[src/rtl/tod_pulse_pkg.sv]
package tod_pulse_pkg;
  localparam int WORD_W         = 32;
  localparam int SEL_CTRL       = 0;
  localparam int SEL_ALM_BASE   = 1;
  localparam int SEL_IV_BASE    = 5;
  localparam int BIT_POL0       = 31;
  localparam int BIT_POL1       = 30;
  localparam int BIT_START      = 28;
  localparam int BIT_NOREALIGN  = 14;
  localparam int NUM_ALM        = 2;
endpackage

[src/rtl/tod_ctrl_regs.sv]
module tod_ctrl_regs
  import tod_pulse_pkg::*;
#(
  parameter int NUM_PULSE = 3,
  parameter int INTV_W    = 32,
  parameter int ADDR_W    = 3
) (
  input  logic                                 clk_i,
  input  logic                                 rst_ni,
  input  logic                                 wr_en_i,
  input  logic [ADDR_W-1:0]                    wr_sel_i,
  input  logic [WORD_W-1:0]                    wr_data_i,
  output logic [NUM_ALM-1:0]                   pol_o,
  output logic                                 start_en_o,
  output logic                                 realign_dis_o,
  output logic [NUM_ALM-1:0]                   lo_we_o,
  output logic [NUM_ALM-1:0]                   hi_we_o,
  output logic [NUM_PULSE-1:0][INTV_W-1:0]     intv_o
);
  localparam logic [ADDR_W-1:0] SelCtrl = ADDR_W'(SEL_CTRL);

  logic ctrl_we;
  assign ctrl_we = wr_en_i && (wr_sel_i == SelCtrl);

  always_ff @(posedge clk_i or negedge rst_ni) begin
    if (!rst_ni) begin
      pol_o         <= '0;
      start_en_o    <= 1'b0;
      realign_dis_o <= 1'b0;
    end else if (ctrl_we) begin
      pol_o[0]      <= wr_data_i[BIT_POL0];
      pol_o[1]      <= wr_data_i[BIT_POL1];
      start_en_o    <= wr_data_i[BIT_START];
      realign_dis_o <= wr_data_i[BIT_NOREALIGN];
    end
  end

  for (genvar k = 0; k < NUM_ALM; k++) begin : g_alm_we
    localparam logic [ADDR_W-1:0] SelLo = ADDR_W'(SEL_ALM_BASE + 2*k);
    localparam logic [ADDR_W-1:0] SelHi = ADDR_W'(SEL_ALM_BASE + 2*k + 1);
    assign lo_we_o[k] = wr_en_i && (wr_sel_i == SelLo);
    assign hi_we_o[k] = wr_en_i && (wr_sel_i == SelHi);
  end

  for (genvar i = 0; i < NUM_PULSE; i++) begin : g_intv
    localparam logic [ADDR_W-1:0] SelIv = ADDR_W'(SEL_IV_BASE + i);
    always_ff @(posedge clk_i or negedge rst_ni) begin
      if (!rst_ni)                                intv_o[i] <= '0;
      else if (wr_en_i && (wr_sel_i == SelIv))    intv_o[i] <= INTV_W'(wr_data_i);
    end
  end

  // the start bit is decoded from the control select only
  a_r9_start_from_ctrl: assert property (@(posedge clk_i) disable iff (!rst_ni)
    !ctrl_we |=> $stable(start_en_o));
endmodule

[src/rtl/tod_alarm_cmp.sv]
module tod_alarm_cmp
  import tod_pulse_pkg::*;
#(
  parameter int TIME_W = 64
) (
  input  logic              clk_i,
  input  logic              rst_ni,
  input  logic              tick_i,
  input  logic [TIME_W-1:0] time_i,
  input  logic [TIME_W-1:0] prev_i,
  input  logic              lo_we_i,
  input  logic              hi_we_i,
  input  logic [WORD_W-1:0] wdata_i,
  output logic              match_o,
  output logic              evt_o,
  output logic              active_o
);
  localparam int HI_W = TIME_W - WORD_W;

  logic [WORD_W-1:0] lo_q;
  logic [TIME_W-1:0] val_q;
  logic              armed_q;

  // crossing test: time moves in step-sized jumps, so equality may be skipped
  assign match_o = armed_q && tick_i && !hi_we_i &&
                   (prev_i < val_q) && (time_i >= val_q);

  always_ff @(posedge clk_i or negedge rst_ni) begin
    if (!rst_ni) begin
      lo_q     <= '0;
      val_q    <= '0;
      armed_q  <= 1'b0;
      active_o <= 1'b0;
      evt_o    <= 1'b0;
    end else begin
      evt_o <= match_o;
      if (lo_we_i) lo_q <= wdata_i;
      if (hi_we_i) begin
        val_q    <= {HI_W'(wdata_i), lo_q};
        armed_q  <= 1'b1;
        active_o <= 1'b0;
      end else if (match_o) begin
        armed_q  <= 1'b0;
        active_o <= 1'b1;
      end
    end
  end

  a_r2_event_disarms: assert property (@(posedge clk_i) disable iff (!rst_ni)
    evt_o |-> !armed_q);
  a_r3_no_fire_unarmed: assert property (@(posedge clk_i) disable iff (!rst_ni)
    !armed_q |=> !evt_o);
  a_r3_high_write_rearms: assert property (@(posedge clk_i) disable iff (!rst_ni)
    hi_we_i |=> armed_q && !active_o);
  a_r4_active_with_event: assert property (@(posedge clk_i) disable iff (!rst_ni)
    evt_o |-> active_o);
endmodule

[src/rtl/tod_pulse_timer.sv]
module tod_pulse_timer #(
  parameter int INTV_W = 32,
  parameter int STEP_W = 10
) (
  input  logic              clk_i,
  input  logic              rst_ni,
  input  logic              tick_i,
  input  logic [STEP_W-1:0] step_i,
  input  logic [INTV_W-1:0] intv_i,
  input  logic              en_i,
  input  logic              realign_dis_i,
  input  logic              anchor_i,
  output logic              pin_o,
  output logic              evt_o
);
  logic [INTV_W-1:0] cnt_q;
  logic              run_q;
  logic [INTV_W-1:0] step_w;
  logic              start;

  assign step_w = INTV_W'(step_i);
  assign start  = en_i && anchor_i && (!realign_dis_i || !run_q);

  always_ff @(posedge clk_i or negedge rst_ni) begin
    if (!rst_ni) begin
      cnt_q <= '0;
      run_q <= 1'b0;
      pin_o <= 1'b0;
      evt_o <= 1'b0;
    end else if (!en_i) begin
      run_q <= 1'b0;
      pin_o <= 1'b0;
      evt_o <= 1'b0;
    end else begin
      evt_o <= 1'b0;
      if (start) begin
        // pre-load one step so the first pulse lands on the next tick
        run_q <= 1'b1;
        cnt_q <= step_w;
        pin_o <= 1'b0;
      end else if (tick_i && run_q) begin
        if (intv_i == '0) begin
          pin_o <= 1'b0;
        end else if (cnt_q <= step_w) begin
          pin_o <= 1'b1;
          evt_o <= 1'b1;
          cnt_q <= intv_i;
        end else begin
          pin_o <= 1'b0;
          cnt_q <= cnt_q - step_w;
        end
      end
    end
  end

  a_r7_evt_with_pin: assert property (@(posedge clk_i) disable iff (!rst_ni)
    evt_o |-> pin_o);
  a_r9_off_quiet: assert property (@(posedge clk_i) disable iff (!rst_ni)
    !en_i |=> !pin_o && !evt_o && !run_q);
  a_r9_zero_interval: assert property (@(posedge clk_i) disable iff (!rst_ni)
    (intv_i == '0) |=> !evt_o);
  a_r6_idle_silent: assert property (@(posedge clk_i) disable iff (!rst_ni)
    !run_q |=> !evt_o);
  a_r7_pin_holds: assert property (@(posedge clk_i) disable iff (!rst_ni)
    en_i && !tick_i && !anchor_i |=> $stable(pin_o));
endmodule

[src/rtl/tod_pulse_gen.sv]
module tod_pulse_gen
  import tod_pulse_pkg::*;
#(
  parameter int TIME_W    = 64,
  parameter int STEP_W    = 10,
  parameter int NUM_PULSE = 3,
  parameter int INTV_W    = 32,
  localparam int ADDR_W   = $clog2(SEL_IV_BASE + NUM_PULSE)
) (
  input  logic                 clk_i,
  input  logic                 rst_ni,
  input  logic                 tick_i,
  input  logic [TIME_W-1:0]    time_i,
  input  logic [STEP_W-1:0]    step_i,
  input  logic                 wr_en_i,
  input  logic [ADDR_W-1:0]    wr_sel_i,
  input  logic [WORD_W-1:0]    wr_data_i,
  output logic [NUM_ALM-1:0]   alarm_o,
  output logic [NUM_PULSE-1:0] pulse_o,
  output logic [NUM_ALM-1:0]   alarm_evt_o,
  output logic [NUM_PULSE-1:0] pulse_evt_o
);
  logic [NUM_ALM-1:0]               pol, lo_we, hi_we, match, active;
  logic                             start_en, realign_dis;
  logic [NUM_PULSE-1:0][INTV_W-1:0] intv;
  logic [TIME_W-1:0]                prev_q;

  always_ff @(posedge clk_i or negedge rst_ni) begin
    if (!rst_ni)     prev_q <= '0;
    else if (tick_i) prev_q <= time_i;
  end

  tod_ctrl_regs #(
    .NUM_PULSE (NUM_PULSE),
    .INTV_W    (INTV_W),
    .ADDR_W    (ADDR_W)
  ) u_regs (
    .clk_i         (clk_i),
    .rst_ni        (rst_ni),
    .wr_en_i       (wr_en_i),
    .wr_sel_i      (wr_sel_i),
    .wr_data_i     (wr_data_i),
    .pol_o         (pol),
    .start_en_o    (start_en),
    .realign_dis_o (realign_dis),
    .lo_we_o       (lo_we),
    .hi_we_o       (hi_we),
    .intv_o        (intv)
  );

  for (genvar k = 0; k < NUM_ALM; k++) begin : g_alm
    tod_alarm_cmp #(.TIME_W(TIME_W)) u_alm (
      .clk_i    (clk_i),
      .rst_ni   (rst_ni),
      .tick_i   (tick_i),
      .time_i   (time_i),
      .prev_i   (prev_q),
      .lo_we_i  (lo_we[k]),
      .hi_we_i  (hi_we[k]),
      .wdata_i  (wr_data_i),
      .match_o  (match[k]),
      .evt_o    (alarm_evt_o[k]),
      .active_o (active[k])
    );
    assign alarm_o[k] = active[k] ^ pol[k];
  end

  // only alarm 0 anchors the pulse trains
  for (genvar i = 0; i < NUM_PULSE; i++) begin : g_pp
    tod_pulse_timer #(.INTV_W(INTV_W), .STEP_W(STEP_W)) u_pp (
      .clk_i         (clk_i),
      .rst_ni        (rst_ni),
      .tick_i        (tick_i),
      .step_i        (step_i),
      .intv_i        (intv[i]),
      .en_i          (start_en),
      .realign_dis_i (realign_dis),
      .anchor_i      (match[0]),
      .pin_o         (pulse_o[i]),
      .evt_o         (pulse_evt_o[i])
    );
  end

  a_r5_no_pulse_unstarted: assert property (@(posedge clk_i) disable iff (!rst_ni)
    !start_en |=> pulse_evt_o == '0);
  a_r2_event_needs_tick: assert property (@(posedge clk_i) disable iff (!rst_ni)
    !tick_i |=> alarm_evt_o == '0);
endmodule

[config.mk]
export PLATFORM = sky130hd
export DESIGN_NAME = tod_pulse_gen
export DESIGN_NICKNAME = d
export VERILOG_FILES = /design/src/rtl/tod_pulse_pkg.sv /design/src/rtl/tod_ctrl_regs.sv /design/src/rtl/tod_alarm_cmp.sv /design/src/rtl/tod_pulse_timer.sv /design/src/rtl/tod_pulse_gen.sv
export SDC_FILE = /design/constraint.sdc
export NUM_CORES = 1
export LEC_CHECK = 0
export BUFFER_PORTS_ARGS = -buffer_cell sky130_fd_sc_hd__buf_2
export CAP_MARGIN = 10
export CORE_MARGIN = 3
export CORE_UTILIZATION = 60
export CTS_CLUSTER_SIZE = 16
export DETAILED_ROUTE_END_ITERATION = 8
export PLACE_DENSITY = 0.8
export SYNTH_ARGS = -nofsm -noshare
export SYNTH_HDL_FRONTEND = slang
export SYNTH_HIERARCHICAL = 1
export SYNTH_SLANG_ARGS = --single-unit
[constraint.sdc]
create_clock -name clk_i -period 9.8 [get_ports clk_i]
set_input_delay 1.96 -clock clk_i [delete_from_list [all_inputs] [get_ports clk_i]]
set_output_delay 1.96 -clock clk_i [all_outputs]
set_load 0.005 [all_outputs]
Word level (Yosys, flattened, before mapping)
Index checks and enable logic that the tools add are counted.
- add/subtract/negate cells: 3
- $lt $le $gt $ge: 7
- eq/ne operators: 16
- multiplexer cells: 50
- bitwise gates (word level): 2
- reductions and logical operators: 44
- operators by type and width (kind ; number):
    32-bit 2-to-1 mux ; 12
    64-bit >= comparator ; 2
    64-bit less-than comparator ; 2
    32-bit by 10-bit less-or-equal comparator with 1-bit output ; 3
    32-bit logical NOT ; 3
    32-bit by 10-bit subtractor with 32-bit output ; 3
    1-bit 2-to-1 mux ; 38
    1-bit logical AND ; 23
    3-bit equality test, second input constant ; 4
    2-bit by 1-bit != test with 1-bit output, second input constant ; 6
    2-bit nonzero test ; 5
    3-bit by 1-bit != test with 1-bit output, second input constant ; 3
    3-bit AND reduction ; 3
    3-bit by 2-bit equality test with 1-bit output, second input constant ; 2
    1-bit logical NOT ; 6
    3-bit by 1-bit equality test with 1-bit output, second input constant ; 1
    3-bit logical NOT ; 1
    1-bit logical OR ; 3
    1-bit XOR ; 2
- register bits after elaboration: 467
- input bits: 113
- output and inout port bits: 10
- word-level logic and storage cells: 151

Depth between registers and ports, before layout
Gate-level depths: netlist (run 1).
- depth after elaboration: 10
- depth in mapped cells: 17
- depth with buffers taken out: 15

Modules after synthesis
The synthesis (run 1) kept the hierarchy.
- by module, submodules not included (module ; times used ; cells each ; area an instance (µm²) ; sequential area each (µm²)):
    tod_alarm_cmp ; 2 ; 672 ; 6488.7 ; 2477.4
    tod_pulse_timer at g_pp[0].u_pp ... ; 2 ; 325 ; 2756.4 ; 875.8
    tod_ctrl_regs ; 1 ; 222 ; 4124.0 ; 2502.4
    tod_pulse_gen ; 1 ; 137 ; 2696.3 ; 1601.5
    tod_pulse_timer at g_pp[2].u_pp ; 1 ; 319 ; 2671.3 ; 875.8

Worst setup path after synthesis (run 1)
Ideal clock, no wire load.
- kind: input to register
- start point: input port time_i[46]
- end point: register g_pp[2].u_pp.cnt_q[1]
- library setup time: 0.142 ns
- data arrival time: 5.179 ns
- data required time: 9.658 ns
- setup slack: 4.479 ns
- stages on the path: 14
- buffers on the path: 3
- path through: ha_1 -> nand4_1 -> nor4_1 -> nand4_1 -> nor4b_1 -> a32oi_1 -> a31o_1 -> nor2_1 -> a21boi_0 -> or2_2 -> clkbuf_1 -> clkbuf_1 -> buf_1 -> o221ai_1
- word-level cells in the longest chain between the ends: 6
- elaborated cells between the ends (all ways): 8
- classes of those cells: order compare (1); eq/ne (1); mux (1); reduce/logical (5)
- RTL lines (what ; RTL line ; RTL):
    start, declared ; tod_pulse_gen.sv:13 ; input logic [TIME_W-1:0] time_i,
    64-bit >= comparator (*) ; tod_alarm_cmp.sv:26 ; (prev_i < val_q) && (time_i >= val_q);
    1-bit logical AND (*) ; tod_alarm_cmp.sv:26 ;
    via match[0] ; tod_pulse_gen.sv:23 ; logic [NUM_ALM-1:0] pol, lo_we, hi_we, match, active;
    1-bit logical AND (*) (2 in series) ; tod_pulse_timer.sv:22 ; assign start = en_i && anchor_i && (!realign_dis_i || !run_q);
    2-bit by 1-bit != test with 1-bit output (no line) / 2-bit nonzero test (equally long branches) ; -- ;
    3-bit AND reduction (no line) ; -- ;
    end signal, assigned ; tod_pulse_timer.sv:39 ; cnt_q <= step_w;
    end signal, assigned ; tod_pulse_timer.sv:47 ; cnt_q <= intv_i;
    end signal, assigned ; tod_pulse_timer.sv:50 ; cnt_q <= cnt_q - step_w;
    end, declared ; tod_pulse_timer.sv:16 ; logic [INTV_W-1:0] cnt_q;
Mark *: on every way through the listed nets, which the timed path passes. The rest lies on a longest branch.
A chain may end at the register's enable or synchronous reset.

Worst setup path after layout (run 1)
- start point: input port time_i[46]
- end point: register g_pp[2].u_pp.cnt_q[17]
Same word-level chain as after synthesis.

==> results of run 1 <==
## cells by family (layout without fill, tap and decap cells)
family / count (synthesis) / in the layout
buffers and inverters: 290 / 409
AND/OR/NAND/NOR: 664 / 664
other: 0 / 6
flip-flops: 467 / 467
XOR/XNOR: 32 / 32
adder cells (fa/ha/maj): 287 / 287
multiplexers: 240 / 240
AO/OA/AOI/OAI: 692 / 692
## metrics by stage
step	area (um^2)	std cells	hold slack, ns	setup slack (ns)
4_1_cts	30600	3391	0.487	3.50
3_3_place_gp	28800	3301	0.455	3.21
5_1_grt	30600	3392	0.508	2.99
3_5_place_dp	28800	3301	0.471	2.89
2_1_floorplan	28000	2672	0.449	4.48
6_report	30600	3397	0.487	3.36
## worst max-delay path: stages
cell and delay (ns):
buf_2 0.12, ha_1 0.32, nand4_1 0.20, nor4_1 0.60, nand4_1 0.22, nor4b_1 0.38, a32oi_1 0.09, a31o_1 0.29
nor2_1 0.51, a21boi_0 0.57, nand2_1 0.38, and2_1 0.55, o311ai_0 0.50, o21ai_0 0.15
## cell usage in the layout, fill, tap and decap left out, types with 20 or more instances in the layout
master / Yosys / routed
o21ai_0: 201 / 201
nand3_1: 54 / 54
o22ai_1: 26 / 26
a21o_1: 38 / 38
mux2_4: 120 / 120
dfrtp_1: 467 / 467
inv_1: 181 / 181
nand4_1: 51 / 51
a22oi_1: 24 / 24
mux2_2: 112 / 112
and4_1: 23 / 23
xnor2_1: 21 / 21
nand2_1: 239 / 239
o21ai_1: 20 / 20
nor3_1: 49 / 48
a21oi_1: 170 / 170
nor4_1: 58 / 58
buf_2: 4 / 120
clkbuf_16: 0 / 51
ha_1: 284 / 284
nor2_1: 86 / 86
a211oi_1: 23 / 23
## flip-flops by register name (all words and copies together) (netlist names), 3 cells and up
register	count
u_regs/intv_o	96
g_alm.u_alm/val_q	128
prev_q	64
g_alm.u_alm/lo_q	64
g_pp.u_pp/pin_o	3
g_pp.u_pp/run_q	3
g_pp.u_pp/cnt_q	96
g_pp.u_pp/evt_o	3
## layout make-up
type | instances | area (um^2) | area share [%]
Antenna cell | 6 | 15.0 | 0.0491
Sequential cell | 467 | 11700 | 38.2
Clock inverter | 20 | 262 | 0.856
Inverter | 181 | 679 | 2.22
Multi-Input combinational cell | 1915 | 14900 | 48.9
Clock buffer | 70 | 1460 | 4.77
Timing Repair Buffer | 138 | 768 | 2.51
Tap cell | 600 | 751 | 2.46
## path summary, 6_finish.rpt
path	start	slack [ns]	endpoint
worst min register to register	g_alm[0].u_alm/lo_q[4]	0.49	g_alm[0].u_alm/val_q[4]
worst max register to register	g_alm[0].u_alm/val_q[45]	4.45	g_pp[2].u_pp/cnt_q[17]
worst min-delay path	g_alm[0].u_alm/lo_q[4]	0.49	g_alm[0].u_alm/val_q[4]
min in group asynchronous	rst_ni	1.43	u_regs/intv_o[72]
worst max-delay path	time_i[46]	3.36	g_pp[2].u_pp/cnt_q[17]
max in group asynchronous	rst_ni	6.87	u_regs/intv_o[12]
## per-layer routing
| layer | vias to the layer above | wire length (um) | GRT usage (%) |
|---|---|---|---|
| li1 | 10000 | - | - |
| met1 | 10900 | 33000 | 42.5 |
| met2 | 864 | 36400 | 50.8 |
| met3 | 206 | 5390 | 5.47 |
| met4 | 6 | 4010 | 14.7 |
| met5 | - | 41 | 0 |
## where the power goes
group          switching [mW]  leakage (nW)  internal [mW]  total, mW
logic                    1.79          7.54           1.26       3.05
clock network           0.789         0.858           1.19       1.98
registers               0.340          5.77           2.37       2.71
==> metrics.md, run 1 <==
| Metric | Value |
|---|---|
| Port-buffer cells | `122` |
| Total power | `7.74 mW` |
| Clk_lat worst skew | `0.60 ns` |
| Largest net degree at the start of global routing | `151` |
| Cell taking the most area after synthesis | `dfrtp_1` |
| Leakage | `14.2 nW` |
| Global-route wire length before repair | `124 mm` |
| DP Wirelength | `56.4 mm` |
| Final nets | `3154` |
| Area growth, synth to finish | `9.23%` |
| H-tree Lvls | `2` |
| WL/cell | `23.2 um` |
| Arr. time, crit path | `6.88 ns` |
| Reg clk slew, reported paths | `0.06 ns` |
| Max-slew headroom | `23.5%` |
| Fillers | `3490` |
| Syn Nets | `3072` |
| Post-synth cell types | `91` |
| Cell Rows | `78` |
| Post-synthesis sequential area ratio | `41.8%` |
| Crit path max fanout | `21` |
| Main synth FF type | `dfrtp_1` |
| Post-synth ARST share | `100%` |
| Top cells by area, synth | `dfrtp_1, ha_1, mux2_4, mux2_2, o21ai_0` |
| DR vias/cell | `6.47` |
| CTS Buffer Depth | `3` |
| Final hold violation count | `0` |
| HP Class | `reg -> reg` |
| Die area | `0.0493 mm^2` |
| Worst Tran Pin Value | `1.13 ns` |
| Routed Antenna Nets | `0` |
| YS warnings | `6` |
| Yosys reg bits | `467` |
| Post-CTS Hold Buffers | `0` |
| R2R depth | `14` |
| Fin. max-slew vios | `0` |
| Post-CTS setup buffers | `0` |
| CTS tree | `built` |
| Mux share of post-synthesis cell area | `11.2%` |
| CTS Sinks | `467` |
| Pwr Density | `253 mW/mm^2` |
| Number of max-cap violations | `0` |
| Vias in the first global route | `22100` |
| Simple-gate portion of the synthesized area | `12.4%` |
| Unrepaired setup endpoints after global routing | `no` |
| Setup TNS | `0 ns` |
| CTS Buf Count | `51` |
| VDD IR max | `184 uV` |
| Util after Layout | `66.9%` |
| Post-synth EDFFs | `0` |
| Crit path required time | `10.24 ns` |
| Syn_area_per_cell | `10.5 um^2` |
| CP startpoint kind | `input pin` |
| Total grt overflow | `0` |
| DR iter-0 viols | `2136` |
| Worst setup EP type | `flop` |
| Crit Path Class | `in -> reg` |
| Top cells by count, synth | `dfrtp_1, ha_1, nand2_1, o21ai_0, inv_1` |
| Die Wd | `222 um` |
| Compound-Gate Fraction of Synth Area | `15.7%` |
| Final WL | `78.8 mm` |
| Via count | `22000` |
| Total GRT Usage | `31.8%` |
| Synth Area in XOR/XNOR | `1.00%` |
| GP Congestion | `0.938` |
| DR DRC count | `0` |
| Synth Area in Adders | `12.9%` |
| Period minus WS final | `6.44 ns` |
| Hold path cells | `2` |
| Post_cts resized | `0` |
| Die Ht | `222 um` |
| # IOs | `123` |
| Initial antenna violation count | `13` |
| Core area | `0.0457 mm^2` |
| Netlist Area Pre-Place | `0.0280 mm^2` |
| Clock skew | `0.0216 ns` |
| Period Utilization, post-route | `65.8%` |
| Share of layout cells above drive strength 1 | `18.2%` |
| Achievable frequency | `0.155 GHz` |
| Clk root buf | `clkbuf_16` |
| Initial Util | `61.3%` |
| Pre-Repair DR Iteration Count | `6` |
| Combinational family with the most area after synthesis | `compound AO/OA/AOI/OAI gates` |
| Outcome | `finished clean` |
| Top cell type's share of synthesized area | `41.8%` |
| Most common cell in the netlist | `dfrtp_1` |
| Final setup fails | `0` |
| Synth Instances | `2672` |
Note: power is estimated with default switching activity, not from simulation.
==> inputs of run 2 (changes only) <==
--- a/config.mk
+++ b/config.mk
@@ -5,13 +5,14 @@
 export SDC_FILE = /design/constraint.sdc
 export NUM_CORES = 1
 export LEC_CHECK = 0
+export ABC_AREA = 1
 export BUFFER_PORTS_ARGS = -buffer_cell sky130_fd_sc_hd__buf_2
 export CAP_MARGIN = 10
 export CORE_MARGIN = 3
-export CORE_UTILIZATION = 60
+export CORE_UTILIZATION = 57
 export CTS_CLUSTER_SIZE = 16
 export DETAILED_ROUTE_END_ITERATION = 8
-export PLACE_DENSITY = 0.8
+export PLACE_DENSITY = 0.79
 export SYNTH_ARGS = -nofsm -noshare
 export SYNTH_HDL_FRONTEND = slang
 export SYNTH_HIERARCHICAL = 1
==> constraint.sdc (replaced) <==
create_clock -name clk_i -period 5.7 [get_ports clk_i]
set_input_delay 1.14 -clock clk_i [delete_from_list [all_inputs] [get_ports clk_i]]
set_output_delay 1.14 -clock clk_i [all_outputs]
set_load 0.005 [all_outputs]
==> metrics.md, run 2 <==
| Metric | Value |
|---|---|
| Outcome | `finished clean` |
| Final Cell Area | `0.0329 mm^2` |
| Post-CTS setup buffers | `0` |
| # IOs | `123` |
| Combinational family with the most area after synthesis | `simple AND/OR/NAND/NOR gates` |
| Compound-Gate Fraction of Synth Area | `6.98%` |
| Die Wd | `236 um` |
| Crit path required time | `6.24 ns` |
| Share of layout cells above drive strength 1 | `9.66%` |
| Most common cell in the netlist | `nand2_1` |
| Worst Tran Pin Value | `1.23 ns` |
| Largest delay share family, worst path | `simple AND/OR/NAND/NOR gates` |
| Synth Area in Adders | `12.0%` |
| Routed Antenna Nets | `0` |
| Met3 WL | `6.97 mm` |
| Initial Util | `58.2%` |
| Hold_ws | `0.447 ns` |
| Top cells by area, synth | `dfrtp_1, nand2_1, ha_1, nand3_1, inv_1` |
| Post-synthesis sequential area ratio | `38.7%` |
| Multi-input logic area | `0.0161 mm^2` |
| Mux share of post-synthesis cell area | `2.31%` |
| Port-buffer cells | `122` |
| Syn_area_per_cell | `7.53 um^2` |
| Clock skew | `0.0199 ns` |
| Max-slew headroom | `17.8%` |
| Total GRT Usage | `30.3%` |
| Final nets | `4476` |
| Pre-Repair DR Iteration Count | `5` |
| Biggest register | `g_alm.u_alm/val_q` |
| Simple-gate portion of the synthesized area | `31.1%` |
| Area growth, synth to finish | `9.09%` |
| Met2 wire length | `38.2 mm` |
| WL met1 | `36.0 mm` |
| Post-synth cell types | `44` |
| Top cell type's share of synthesized area | `38.7%` |
| WL/cell | `17.7 um` |
| Final WL | `85.3 mm` |
| Global-route wire length before repair | `136 mm` |
| Post-CTS Hold Buffers | `0` |
| Fin. max-slew vios | `0` |
| CTS tree | `built` |
| Vias in the first global route | `25600` |
| CTS Buffer Depth | `3` |
| Reg clk slew, reported paths | `0.06 ns` |
| Initial antenna violation count | `13` |
| Synth Area in XOR/XNOR | `0.726%` |
| Unrepaired setup endpoints after global routing | `no` |
| Syn Nets | `4409` |
| Crit path max fanout | `26` |
| Worst path max stage delay | `0.62 ns` |
| DR vias/cell | `5.61` |
| Main synth FF type | `dfrtp_1` |
| HP Class | `in -> async` |
| Cell taking the most area after synthesis | `dfrtp_1` |
| Synth Instances | `4009` |
| Crit Path Class | `in -> reg` |
| Cell Rows | `83` |
| Max layer used | `met5` |
| Pwr Density | `557 mW/mm^2` |
| Top flop regs | `g_alm.u_alm/val_q: 128 flops, g_pp.u_pp/cnt_q: 96 flops, u_regs/intv_o: 96 flops` |
| Commonest non-fill, non-tap cell in the layout | `nand2_1` |
| DP Wirelength | `60.0 mm` |
| Worst setup EP type | `flop` |
| Worst path cell trace | `buf_2, inv_1, nor2_1, inv_1, nor2_4, nor3_1, nand4_1, a21oi_1, nand2_1, nor2_4, nand3_2, inv_1, nand3_2, nand2_1, inv_1, nand2_1, clkinv_1, nand2_1, nand2_1` |
| GP Congestion | `0.966` |
| Top cells by count, synth | `nand2_1, dfrtp_1, inv_1, nand3_1, ha_1` |
| FF+latch area | `0.0117 mm^2` |
| Max FFs per register | `128` |
| Post-synth ARST share | `100%` |
| Number of max-cap violations | `0` |
| Critical path buffers and inverters | `6` |
| Period Utilization, post-route | `77.1%` |
| VDD IR max | `656 uV` |
| Die area | `0.0557 mm^2` |
| DR DRC count | `0` |
| Post-synth EDFFs | `0` |
| Fillers | `4453` |
| Core area | `0.0518 mm^2` |
| Final hold violation count | `0` |
| Post_cts resized | `0` |
| YS warnings | `6` |
| Setup TNS | `0 ns` |
| Highest-delay cell along the critical path | `nand2_1` |
| Leakage | `17.7 nW` |
| Arr. time, crit path | `4.93 ns` |
| CTS Sinks | `467` |
| Yosys reg bits | `467` |
| Crit-path most repeated cell | `nand2_1` |
| Largest net degree at the start of global routing | `152` |
| DP Area | `0.0311 mm^2` |
| H-tree Lvls | `2` |
| DR iter-0 viols | `2542` |
| Die Ht | `236 um` |
| Clk root buf | `clkbuf_16` |
| CP startpoint kind | `input pin` |
| CTS Buf Count | `52` |
| Netlist Area Pre-Place | `0.0302 mm^2` |
| Clk_lat worst skew | `0.61 ns` |
| Via count | `26900` |
| Period minus WS final | `4.40 ns` |
| Final setup fails | `0` |
| Most frequent cells in the layout | `nand2_1, dfrtp_1, inv_1, nand3_1, ha_1` |
| Total grt overflow | `0` |
| Achievable frequency | `0.228 GHz` |
[run 2: cells by family after synthesis]
family	Yosys count
and+or+nand+nor	2190
buffers and inverters	571
DFF	467
AOI/OAI and AO/OA	407
adders and majority gates	287
muxes	62
xor gates and xnor gates	25
[run 2: report_power, final]
part | internal, mW | switching [mW] | total (mW)
combinational | 3.33 | 6.72 | 10.0
clock | 2.16 | 1.44 | 3.60
sequential | 4.10 | 0.584 | 4.69
total | 9.58 | 8.74 | 18.3
[run 2: worst register-to-register path, cell delays in order, from the launching register on]
cell and delay (ns):
dfrtp_1 0.41, ha_1 0.32, a21oi_1 0.17, nor2_1 0.06
nor3_1 0.13, nand2_1 0.10, nand2_1 0.07, nand2_1 0.09
nand2_1 0.09, nand2_1 0.11, nand2_1 0.14, nand3_2 0.12
inv_1 0.32, nand3_2 0.15, nand2_1 0.08, inv_1 0.05
nand2_1 0.78, clkinv_1 0.52, nand2_1 0.21, nand2_1 0.09
[run 2: cell type report]
cell class	count	area share, %
Multi-Input combinational cell	2971	48.8
Sequential cell	467	35.5
Inverter	446	5.09
Clock buffer	73	4.53
Tap cell	680	2.59
Timing Repair Buffer	138	2.36
Clock inverter	23	1.03
Antenna cell	7	0.0532
[run 2: stage by stage]
step	cells	worst slack, ns	utilization, %	total power, mW
2_1_floorplan	4009	2.30	-	12.6
3_3_place_gp	4702	0.884	59.9	14.4
3_5_place_dp	4702	0.800	59.9	14.5
4_1_cts	4798	1.40	63.5	18.2
5_1_grt	4798	0.948	63.5	19.9
6_report	4805	1.30	63.5	18.3
[run 2: layer usage]
| layer | vias to the layer above | global-route usage (%) |
|---|---|---|
| met5 | - | 0 |
| met2 | 963 | 47.9 |
| met3 | 194 | 5.66 |
| met1 | 12700 | 41.1 |
| li1 | 13100 | - |
| met4 | 10 | 12.9 |
[run 2: worst paths after layout]
| kind | start | endpoint | slack [ns] | depth (start not counted) |
|---|---|---|---|---|
| max | wr_en_i | g_pp[1].u_pp/pin_o | 1.30 | 19 |
| min | rst_ni | g_pp[2].u_pp/cnt_q[18] | 0.45 | 1 |
| max reg2reg | prev_q[5] | g_pp[1].u_pp/pin_o | 1.58 | 19 |
| min reg2reg | u_regs/intv_o[82] | u_regs/intv_o[82] | 0.47 | 2 |
| max in group asynchronous | rst_ni | prev_q[60] | 4.01 | 2 |
| min in group clk_i | u_regs/intv_o[82] | u_regs/intv_o[82] | 0.47 | 2 |
